### src/rtl/fifo_stat_irq.sv
module fifo_stat_irq #(
  parameter int DEPTH = 16,
  parameter int DW = 8,
  localparam int LW = $clog2(DEPTH + 1),
  localparam int TW = $clog2(DEPTH)
) (
  input  logic          clk,
  input  logic          rst_n,
  input  logic          busy,
  input  logic [LW-1:0] tx_level,
  input  logic [LW-1:0] rx_level,
  input  logic          tx_push,
  input  logic          rx_push,
  input  logic          rx_pop,
  input  logic          cfg_we,
  input  logic [2:0]    cfg_sel,
  input  logic [DW-1:0] cfg_wdata,
  output logic [4:0]    status,
  output logic [4:0]    raw_irq,
  output logic [4:0]    masked_irq,
  output logic          irq,
  output logic          dma_tx_req,
  output logic          dma_rx_req,
  output logic [TW-1:0] tx_thr,
  output logic [TW-1:0] rx_thr
);

  localparam int NLVL = 4;
  localparam logic [2:0] SEL_MASK = 3'd4;
  localparam logic [2:0] SEL_CLR  = 3'd5;
  localparam logic [2:0] SEL_DMA  = 3'd6;

  logic [TW-1:0] lvl_q [NLVL];
  logic [4:0]    mask_q;
  logic [1:0]    dma_en_q;
  logic          txov_q, rxov_q, rxun_q;

  logic in_range;
  assign in_range = int'(cfg_wdata) < DEPTH;

  // 0: tx threshold, 1: rx threshold, 2: tx dma level, 3: rx dma level
  for (genvar i = 0; i < NLVL; i++) begin : g_lvl
    always_ff @(posedge clk or negedge rst_n)
      if (!rst_n)
        lvl_q[i] <= '0;
      else if (cfg_we && cfg_sel == 3'(i) && in_range)
        lvl_q[i] <= cfg_wdata[TW-1:0];
  end

  always_ff @(posedge clk or negedge rst_n)
    if (!rst_n) begin
      mask_q   <= '0;
      dma_en_q <= '0;
    end else if (cfg_we) begin
      if (cfg_sel == SEL_MASK) mask_q   <= cfg_wdata[4:0];
      if (cfg_sel == SEL_DMA)  dma_en_q <= cfg_wdata[1:0];
    end

  logic tx_full, tx_empty, rx_full, rx_empty;
  assign tx_full  = tx_level == LW'(DEPTH);
  assign tx_empty = tx_level == '0;
  assign rx_full  = rx_level == LW'(DEPTH);
  assign rx_empty = rx_level == '0;

  logic ev_txov, ev_rxov, ev_rxun;
  assign ev_txov = tx_push && tx_full;
  assign ev_rxov = rx_push && rx_full;
  assign ev_rxun = rx_pop && rx_empty;

  logic clr_hit, clr_txov, clr_rxov, clr_rxun;
  assign clr_hit  = cfg_we && cfg_sel == SEL_CLR;
  assign clr_rxun = clr_hit && (cfg_wdata[0] || cfg_wdata[1]);
  assign clr_rxov = clr_hit && (cfg_wdata[0] || cfg_wdata[2]);
  assign clr_txov = clr_hit && (cfg_wdata[0] || cfg_wdata[3]);

  always_ff @(posedge clk or negedge rst_n)
    if (!rst_n) begin
      txov_q <= 1'b0;
      rxov_q <= 1'b0;
      rxun_q <= 1'b0;
    end else begin
      txov_q <= ev_txov || (txov_q && !clr_txov);
      rxov_q <= ev_rxov || (rxov_q && !clr_rxov);
      rxun_q <= ev_rxun || (rxun_q && !clr_rxun);
    end

  assign status = {rx_full, rx_empty, tx_empty, tx_full, busy};

  assign raw_irq = {rx_level > LW'(lvl_q[1]), rxov_q, rxun_q, txov_q,
                    tx_level <= LW'(lvl_q[0])};

  assign masked_irq = raw_irq & mask_q;
  assign irq        = |masked_irq;

  assign dma_tx_req = dma_en_q[1] && (tx_level <= LW'(lvl_q[2]));
  assign dma_rx_req = dma_en_q[0] && (rx_level >  LW'(lvl_q[3]));

  assign tx_thr = lvl_q[0];
  assign rx_thr = lvl_q[1];

  p_txov_set_r3: assert property (@(posedge clk) disable iff (!rst_n)
    (tx_push && tx_level == LW'(DEPTH)) |=> raw_irq[1]);

  p_rxov_set_r4: assert property (@(posedge clk) disable iff (!rst_n)
    (rx_push && rx_level == LW'(DEPTH)) |=> raw_irq[3]);

  p_rxun_set_r5: assert property (@(posedge clk) disable iff (!rst_n)
    (rx_pop && rx_level == '0) |=> raw_irq[2]);

  p_sticky_r6: assert property (@(posedge clk) disable iff (!rst_n)
    (raw_irq[1] && !(cfg_we && cfg_sel == SEL_CLR && (cfg_wdata[0] || cfg_wdata[3])))
      |=> raw_irq[1]);

  p_thr_reject_r2: assert property (@(posedge clk) disable iff (!rst_n)
    (cfg_we && cfg_sel == 3'd0 && int'(cfg_wdata) >= DEPTH) |=> $stable(tx_thr));

  p_irq_src_r9: assert property (@(posedge clk) disable iff (!rst_n)
    irq |-> (raw_irq != 5'd0));

  p_dma_gate_r10: assert property (@(posedge clk) disable iff (!rst_n)
    (cfg_we && cfg_sel == SEL_DMA && cfg_wdata[1:0] == 2'b00) |=> !dma_tx_req && !dma_rx_req);

endmodule

### config.mk
export PLATFORM = sky130hd
export DESIGN_NAME = fifo_stat_irq
export DESIGN_NICKNAME = d
export VERILOG_FILES = /design/src/rtl/fifo_stat_irq.sv
export SDC_FILE = /design/constraint.sdc
export NUM_CORES = 1
export LEC_CHECK = 0
export ABC_AREA = 1
export CORE_MARGIN = 8
export CORE_UTILIZATION = 50
export DETAILED_ROUTE_END_ITERATION = 10
export PLACE_DENSITY = 0.87
export SLEW_MARGIN = 40
export SYNTH_ARGS = -nofsm -noshare
export SYNTH_HDL_FRONTEND = slang
export SYNTH_SLANG_ARGS = --single-unit
export TNS_END_PERCENT = 20
### constraint.sdc
create_clock -name clk -period 2.95 [get_ports clk]
set_input_delay 0.59 -clock clk [delete_from_list [all_inputs] [get_ports clk]]
set_output_delay 0.59 -clock clk [all_outputs]
set_load 0.02 [all_outputs]
Word level (Yosys, flattened, before mapping) --
Cells that the tools add are included.
Cells by class: bitwise logic cells 1, $lt $le $gt $ge 5, reduce and logical (&&, ||, !) cells 35, eq/ne operators 8
Operators with widths (count):
- 1-bit logical AND | 20
- 5-bit equality test, second input constant | 2
- 5-bit by 4-bit greater-than comparator with 1-bit output | 2
- 5-bit by 4-bit less-or-equal comparator with 1-bit output | 2
- 5-bit logical NOT | 2
- 3-bit equality test, second input constant | 3
- 8-bit by 5-bit less-than comparator with 1-bit output, second input constant | 1
- 3-bit by 2-bit equality test with 1-bit output, second input constant | 2
- 1-bit logical OR | 6
- 5-bit AND | 1
- 5-bit OR reduction | 1
- 2-bit AND reduction | 2
- 3-bit by 1-bit equality test with 1-bit output, second input constant | 1
- 1-bit logical NOT | 3
- 3-bit logical NOT | 1
Storage, ports and cells: flip-flop bits (word level) 26, logic and storage cells 58, output and inout bits 26, input port bits 28

Longest topological paths before layout --
Gate-level depths: netlist (run 1).
depth after elaboration 6, gate-level depth with buffers 9, mapped depth without buffers 9

Worst setup path before layout (run 1) --
Ideal clock, no wire load.
path kind input to output, start point input rx_level[3], end point output dma_rx_req, setup slack 0.741 ns, required time 2.360 ns, stages on the path 5, data arrival time 1.619 ns, path buffers 0, path through ha_1 > nand2_1 > o21ai_0 > nand2_1 > a21boi_0
Between the ends: word-level cells in the longest chain between the ends 2
RTL lines:
- from (decl) | RTL line 11 | input logic [LW-1:0] rx_level,
- 5-bit by 4-bit greater-than comparator with 1-bit output | RTL line 96 | assign dma_rx_req = dma_en_q[0] && (rx_level > LW'(lvl_q[3]));
- 1-bit logical AND | RTL line 96
- to (decl) | RTL line 23 | output logic dma_rx_req,
Every way passes these cells.

Final worst setup path (run 1) --
start point input tx_level[3], end point output irq
Between the ends: word-level cells in the longest chain between the ends 3
RTL lines:
- from (decl) | RTL line 10 | input logic [LW-1:0] tx_level,
- 5-bit by 4-bit less-or-equal comparator with 1-bit output | RTL line 90 | tx_level <= LW'(lvl_q[0])};
- 5-bit AND | RTL line 92 | assign masked_irq = raw_irq & mask_q;
- 5-bit OR reduction | RTL line 93 | assign irq = |masked_irq;
- to (decl) | RTL line 21 | output logic irq,
Every way passes these cells.

==> flow_metrics.env, run 1 <==
export IMPL_status="finished clean"
export IMPL_yosys_area_share_simple=0.227
export IMPL_seqPwrFrac=0.491
export IMPL_hpwl_um=3360
export IMPL_fillers=286
export IMPL_multiInputGateArea_um2=801
export IMPL_cts_sinks=26
export IMPL_synth_top_area_share=0.378
export IMPL_synth_nets=261
export IMPL_ys_ff_latch=26
export IMPL_core_region_area_um2=3310
export IMPL_crit_fanout=3
export IMPL_cpMaxStageDelayCell="clkdlybuf4s50_1"
export IMPL_grt_pass1_wl_um=6520
export IMPL_layout_common_cells="nand2_1 (46), clkdlybuf4s50_1 (44), inv_1 (40), dfrtp_1 (26), ha_1 (16)"
export IMPL_p_comb_frac=0.345
export IMPL_drive_gt1_frac=0.0736
export IMPL_maxSlewHeadroom=0.760
export IMPL_clk_latency_ns=0.32
export IMPL_clkPwrFrac=0.164
export IMPL_drtAntennaViolNets=0
export IMPL_track_usage=0.150
export IMPL_initial_utilization=0.520
export IMPL_routed_wl_um=3950
export IMPL_slew_viol_final=0
export IMPL_yosysWarnings=0
export IMPL_path_cells="clkdlybuf4s50_1 -> ha_1 -> inv_1 -> nor2_1 -> nand3_1 -> nand3_1 -> nand2_1 -> nand2_1 -> nand3_1 -> dlygate4sd2_1"
export IMPL_io_buffer_count=51
export IMPL_avgSynthCellArea_um2=7.93
export IMPL_period_needed_ns=2.82
export IMPL_clock_skew_ns=0
export IMPL_fin_crit_sh=0.956
export IMPL_critical_path_most_common_cell="nand3_1"
export IMPL_fin_nets=304
export IMPL_detail_route_first_pass_iterations=4
export IMPL_grt_pass1_vias=1459
export IMPL_cts_made_buffers=3
export IMPL_synthXorXnorAreaFrac=0
export IMPL_critPathLaunchType="input port"
export IMPL_dpl_instance_area_um2=2190
export IMPL_num_vias=1465
export IMPL_seq_area_um2=651
export IMPL_cp_arrival_ns=2.23
export IMPL_power_density_nw_per_um2=396
export IMPL_route_detailed_drc=0
export IMPL_setup_tns_final_ns=0
export IMPL_diodes=0
export IMPL_io_pins=54
export IMPL_drv_cap=0
export IMPL_synthTopCellsByArea="dfrtp_1 (38%), ha_1 (12%), nand2_1 (10%), inv_1 (8.7%), buf_4 (7.0%)"
export IMPL_cts_max_level=1
export IMPL_area_delta_synth_final_pct=28.1
export IMPL_grt_max_degree=27
export IMPL_fp_dieArea_um2=5580
export IMPL_row_count=21
export IMPL_crit_required_ns=2.36
export IMPL_tightest_slew_ns=0.359
export IMPL_gp_congestion=0.849
export IMPL_synth_compound_area_frac=0.113
export IMPL_hold_path_depth=2
export IMPL_syn_area_um2=1720
export IMPL_critPathKind="in -> out"
export IMPL_leakagePower_nw=1.11
export IMPL_peakVddDrop_uv=311
export IMPL_yosysTopAreaCell="dfrtp_1"
export IMPL_finalSetupViolCount=0
export IMPL_tritoncts="done"
export IMPL_place_inst=301
export IMPL_die_w_um=74.7
export IMPL_clk_pin_slew_worst_paths_ns=0.12
export IMPL_critPathCaptureType="primary output"
export IMPL_worst_r2r_path_depth=1
export IMPL_crit_path_max_incr_delay_ns=0.46
export IMPL_vias_per_cell=4.82
export IMPL_p_int_mw=0.591
export IMPL_fin_cells=304
export IMPL_die_height_um=74.7
export IMPL_dr_first_iter_drc_count=71
export IMPL_cp_num_buf_inv=3
export IMPL_ys_types=22
export IMPL_p_sw_mw=0.281
export IMPL_synth_fa_ha_area_frac=0.116
export IMPL_antenna_found_initial=0
export IMPL_power_switching_share=0.322
export IMPL_clockBufferDepth=2
export IMPL_wl_per_cell_um=13.0
export IMPL_ys_seq_area_frac=0.378
export IMPL_total_power_mw=0.872
export IMPL_rsz0062_at_grt="no"
export IMPL_crit_family="buffers and inverters"
export IMPL_fmax_mhz=355
export IMPL_synth_mux_area_fraction=0.00872
export IMPL_hold_violations=0
export IMPL_hold_path_class="reg -> reg"
export IMPL_whs_ns=0.499
export IMPL_layout_commonest_cell="nand2_1"
export IMPL_root_buffer="clkbuf_4"
export IMPL_crit_cells=10
export IMPL_design_area_um2=2200
export IMPL_syn_inst=217
export IMPL_synth_top_family_by_area="simple AND/OR/NAND/NOR gates"
export IMPL_overflow=0
[power by group through the flow]
stage          logic [mW]  clock network, mW  registers (mW)
2_1_floorplan       0.194                  0           0.426
3_3_place_gp        0.307                  0           0.435
3_5_place_dp        0.316                  0           0.435
4_1_cts             0.307              0.148           0.428
5_1_grt             0.336              0.159           0.434
6_report            0.301              0.143           0.428
[stage by stage]
stage	worst slack (ns)	utilization
floorplan	0.741	-
global placement	-0.134	0.662
detailed placement	-0.168	0.662
CTS	0.105	0.666
global route	0.0153	0.666
finish	0.130	0.666
[registers in the layout (all words and copies together), names as in the netlist]
signal and cells:
lvl_q 8, mask_q 5, rx_thr 4, tx_thr 4, dma_en_q 2, rxov_q 1, rxun_q 1, txov_q 1
[cells in the mapped netlist]
library cell  count
nand3_4           1
nand2_2           4
dfrtp_1          26
nand2_4           1
nor2_4            1
o21ai_0          14
nand4_1           3
inv_1            40
mux2_4            1
a21oi_1           5
nand3_2           1
nand2_1          46
nor2_2            2
nand3_1           7
ha_1             16
nor2_8            1
a21boi_0          1
o21ai_1          13
buf_4            16
a22o_1            3
nor3_1            1
nor2_1           14
[per-layer routing]
| metal | track usage | part of all wire | vias up |
|---|---|---|---|
| met3 | 0.0399 | 0.067 | 2 |
| met1 | 0.178 | 0.43 | 670 |
| met4 | 0.0304 | 0.0048 | 0 |
| met5 | 0 | 0 | - |
| met2 | 0.264 | 0.50 | 32 |
| li1 | - | - | 761 |
[logic make-up after synthesis]
kind of cell / count (synthesis)
AOI/OAI and AO/OA: 36
adders and majority gates: 16
buffers and inverters: 56
DFF: 26
muxes: 1
and+or+nand+nor: 82
[tightest hold or removal path, cell delays in order (launching register included)]
cell and delay [ns]:
dfrtp_1 0.37, nand2_1 0.05, o21ai_0 0.06
[layout make-up]
cell class | instances | area share
clock buffers | 3 | 0.0102
flip-flops and latches | 26 | 0.295
well taps | 46 | 0.0261
repair buffers | 54 | 0.237
multi-input cells | 135 | 0.363
inverters | 40 | 0.0681
[path summary, 6_finish.rpt]
| path | from | to | slack [ns] |
|---|---|---|---|
| hold reg to reg | mask_q[2] | mask_q[2] | 0.50 |
| setup reg to reg | mask_q[4] | mask_q[4] | 2.19 |
| min in group asynchronous | rst_n | mask_q[4] | 0.63 |
| max in group asynchronous | rst_n | tx_thr[1] | 2.08 |
| setup / recovery | tx_level[3] | irq | 0.13 |
| hold / removal | mask_q[2] | mask_q[2] | 0.50 |
[what timing repair did]
action / in CTS / in global routing
hold buffers: 0 / 0
endpoints found under the setup margin: 7 / 0
endpoints found under the hold margin: 0 / 0
resized for setup: 7 / 0
setup buffers: 0 / 0
(Power assumes the default switching activity.)
==> run 2: changes to the inputs <==
- SKIP_LAST_GASP: default -> 1
==> run 2 against run 1 <==
The run now ends with negative setup slack left. Sequential share of layout area down 0.15 points. Final cell count unchanged. Highest routed layer unchanged. Critical path type unchanged. Sequential cell count unchanged. Utilization up 0.34 points. Setup slack worse by 0.22 ns. Wire length about the same. Power up 0.65%. Die area unchanged.
==> flow_metrics.env, run 2 (synthesis results as in run 1) <==
export IMPL_place_inst=301
export IMPL_clockBufferDepth=2
export IMPL_grt_max_degree=27
export IMPL_fp_dieArea_um2=5580
export IMPL_drive_gt1_frac=0.0698
export IMPL_layout_commonest_cell="clkdlybuf4s50_1"
export IMPL_fin_crit_sh=1.03
export IMPL_die_w_um=74.7
export IMPL_root_buffer="clkbuf_4"
export IMPL_grt_pass1_vias=1464
export IMPL_wl_per_cell_um=13.0
export IMPL_overflow=0
export IMPL_row_count=21
export IMPL_total_power_mw=0.878
export IMPL_clk_pin_slew_worst_paths_ns=0.12
export IMPL_io_pins=54
export IMPL_routed_wl_um=3950
export IMPL_clk_latency_ns=0.32
export IMPL_slew_viol_final=0
export IMPL_cts_max_level=1
export IMPL_cts_made_buffers=3
export IMPL_reg2reg_from="mask_q[4]"
export IMPL_die_height_um=74.7
export IMPL_pre_cts_slack_ns=-0.168
export IMPL_r2r_end="mask_q[4]"
export IMPL_tritoncts="done"
export IMPL_dr_first_iter_drc_count=69
export IMPL_critPathLaunchType="input port"
export IMPL_hold_path_class="reg -> reg"
export IMPL_fmax_mhz=329
export IMPL_initial_utilization=0.520
export IMPL_gp_congestion=0.849
export IMPL_detail_route_first_pass_iterations=4
export IMPL_crit_fanout=3
export IMPL_peakVddDrop_uv=311
export IMPL_fillers=283
export IMPL_worst_r2r_path_depth=1
export IMPL_cp_arrival_ns=2.45
export IMPL_diodes=0
export IMPL_path_cells="clkdlybuf4s50_1 -> ha_1 -> inv_1 -> nor2_1 -> nand3_1 -> nand2_1 -> nand2_1 -> inv_1 -> clkdlybuf4s50_1"
export IMPL_seq_area_um2=651
export IMPL_tightest_slew_ns=0.359
export IMPL_grt_pass1_wl_um=6530
export IMPL_critPathKind="in -> out"
export IMPL_ff2ff_setup_slack_ns=2.19
export IMPL_power_density_nw_per_um2=396
export IMPL_layout_common_cells="clkdlybuf4s50_1 (49), nand2_1 (46), inv_1 (40), dfrtp_1 (26), ha_1 (16)"
export IMPL_status="finished, violations left"
export IMPL_multiInputGateArea_um2=801
export IMPL_top_regs="lvl_q: 8 flops, mask_q: 5 flops"
export IMPL_critPathCaptureType="primary output"
export IMPL_track_usage=0.150
export IMPL_finalSetupViolCount=5
export IMPL_fin_cells=304
export IMPL_dpl_instance_area_um2=2190
export IMPL_area_delta_synth_final_pct=28.7
export IMPL_hold_path_depth=2
export IMPL_hold_violations=0
export IMPL_antenna_found_initial=0
export IMPL_num_vias=1465
export IMPL_crit_required_ns=2.36
export IMPL_regMostFlops="lvl_q"
export IMPL_hp_start="mask_q[2]"
export IMPL_holdPathEnd="mask_q[2]"
export IMPL_cpMaxStageDelayCell="clkdlybuf4s50_1"
export IMPL_cts_sinks=26
export IMPL_drtAntennaViolNets=0
export IMPL_io_buffer_count=51
export IMPL_ctsHoldBuffers=0
export IMPL_maxSlewHeadroom=0.760
export IMPL_fin_ws_ns=-0.0906
export IMPL_clock_skew_ns=0
export IMPL_route_detailed_drc=0
export IMPL_drv_cap=0
export IMPL_rsz0062_at_grt="yes"
export IMPL_fin_nets=304
export IMPL_largest_register_ffs=8
export IMPL_vias_per_cell=4.82
export IMPL_violations="negative setup slack"
export IMPL_leakagePower_nw=1.11
export IMPL_core_region_area_um2=3310
export IMPL_design_area_um2=2220
export IMPL_hpwl_um=3360
export IMPL_period_needed_ns=3.04
export IMPL_crit_path_max_incr_delay_ns=0.60
-- run 2: cell count changes in the layout (fill, tap and decap cells not counted) --
| cell | before | now |
|---|---|---|
| clkdlybuf4s50_1 | 44 | 49 |
| buf_4 | 4 | 3 |
| dlymetal6s2s_1 | 0 | 1 |
| dlygate4sd2_1 | 6 | 1 |
-- run 2: metrics by stage --
stage,util,TNS [ns],hold WS (ns)
after CTS,0.669,-0.503,0.503
after global routing,0.669,-0.798,0.515
final,0.669,-0.281,0.499
after global placement,0.662,-0.402,0.465
after detailed placement,0.662,-0.657,0.473
after floorplan,-,0,0.294
-- run 2: power by group --
part | internal [mW] | leakage (nW) | switching (mW)
sequential | 0.399 | 0.344 | 0.0287
combinational | 0.149 | 0.749 | 0.158
clock | 0.0479 | 0.0138 | 0.0949
total | 0.597 | 1.11 | 0.281
-- run 2: how the worst max path moves through the flow --
stage	end	start
after floorplan	dma_rx_req	rx_level[3]
after global placement	irq	rx_level[3]
after detailed placement	irq	rx_level[3]
after CTS	masked_irq[4]	rx_level[3]
after global routing	masked_irq[0]	tx_level[1]
final	masked_irq[0]	tx_level[3]
-- run 2: final cells by class --
class / count / share of cell area
clock buffer: 3 / 0.0102
inverter: 40 / 0.0678
multi-input combinational: 135 / 0.361
sequential: 26 / 0.294
tap: 46 / 0.0260
timing repair buffer: 54 / 0.241
-- run 2: what timing repair did --
action | CTS | global route
setup endpoints to repair | 7 | 6
resized for setup | 1 | 1
setup buffers | 0 | 0
-- run 2: metal layers --
layer,track usage,vias to the layer above,part of all wire
met3,0.0399,2,0.067
met4,0.0304,0,0.0048
met5,0,-,0
met1,0.179,670,0.43
li1,-,761,-
met2,0.264,32,0.50
-- run 2: worst max-delay path, delay by kind of cell --
| family | cells | cell delay [ns] |
|---|---|---|
| fa+ha+maj | 1 | 0.32 |
| simple gates | 4 | 0.38 |
| buf+inv | 4 | 1.16 |
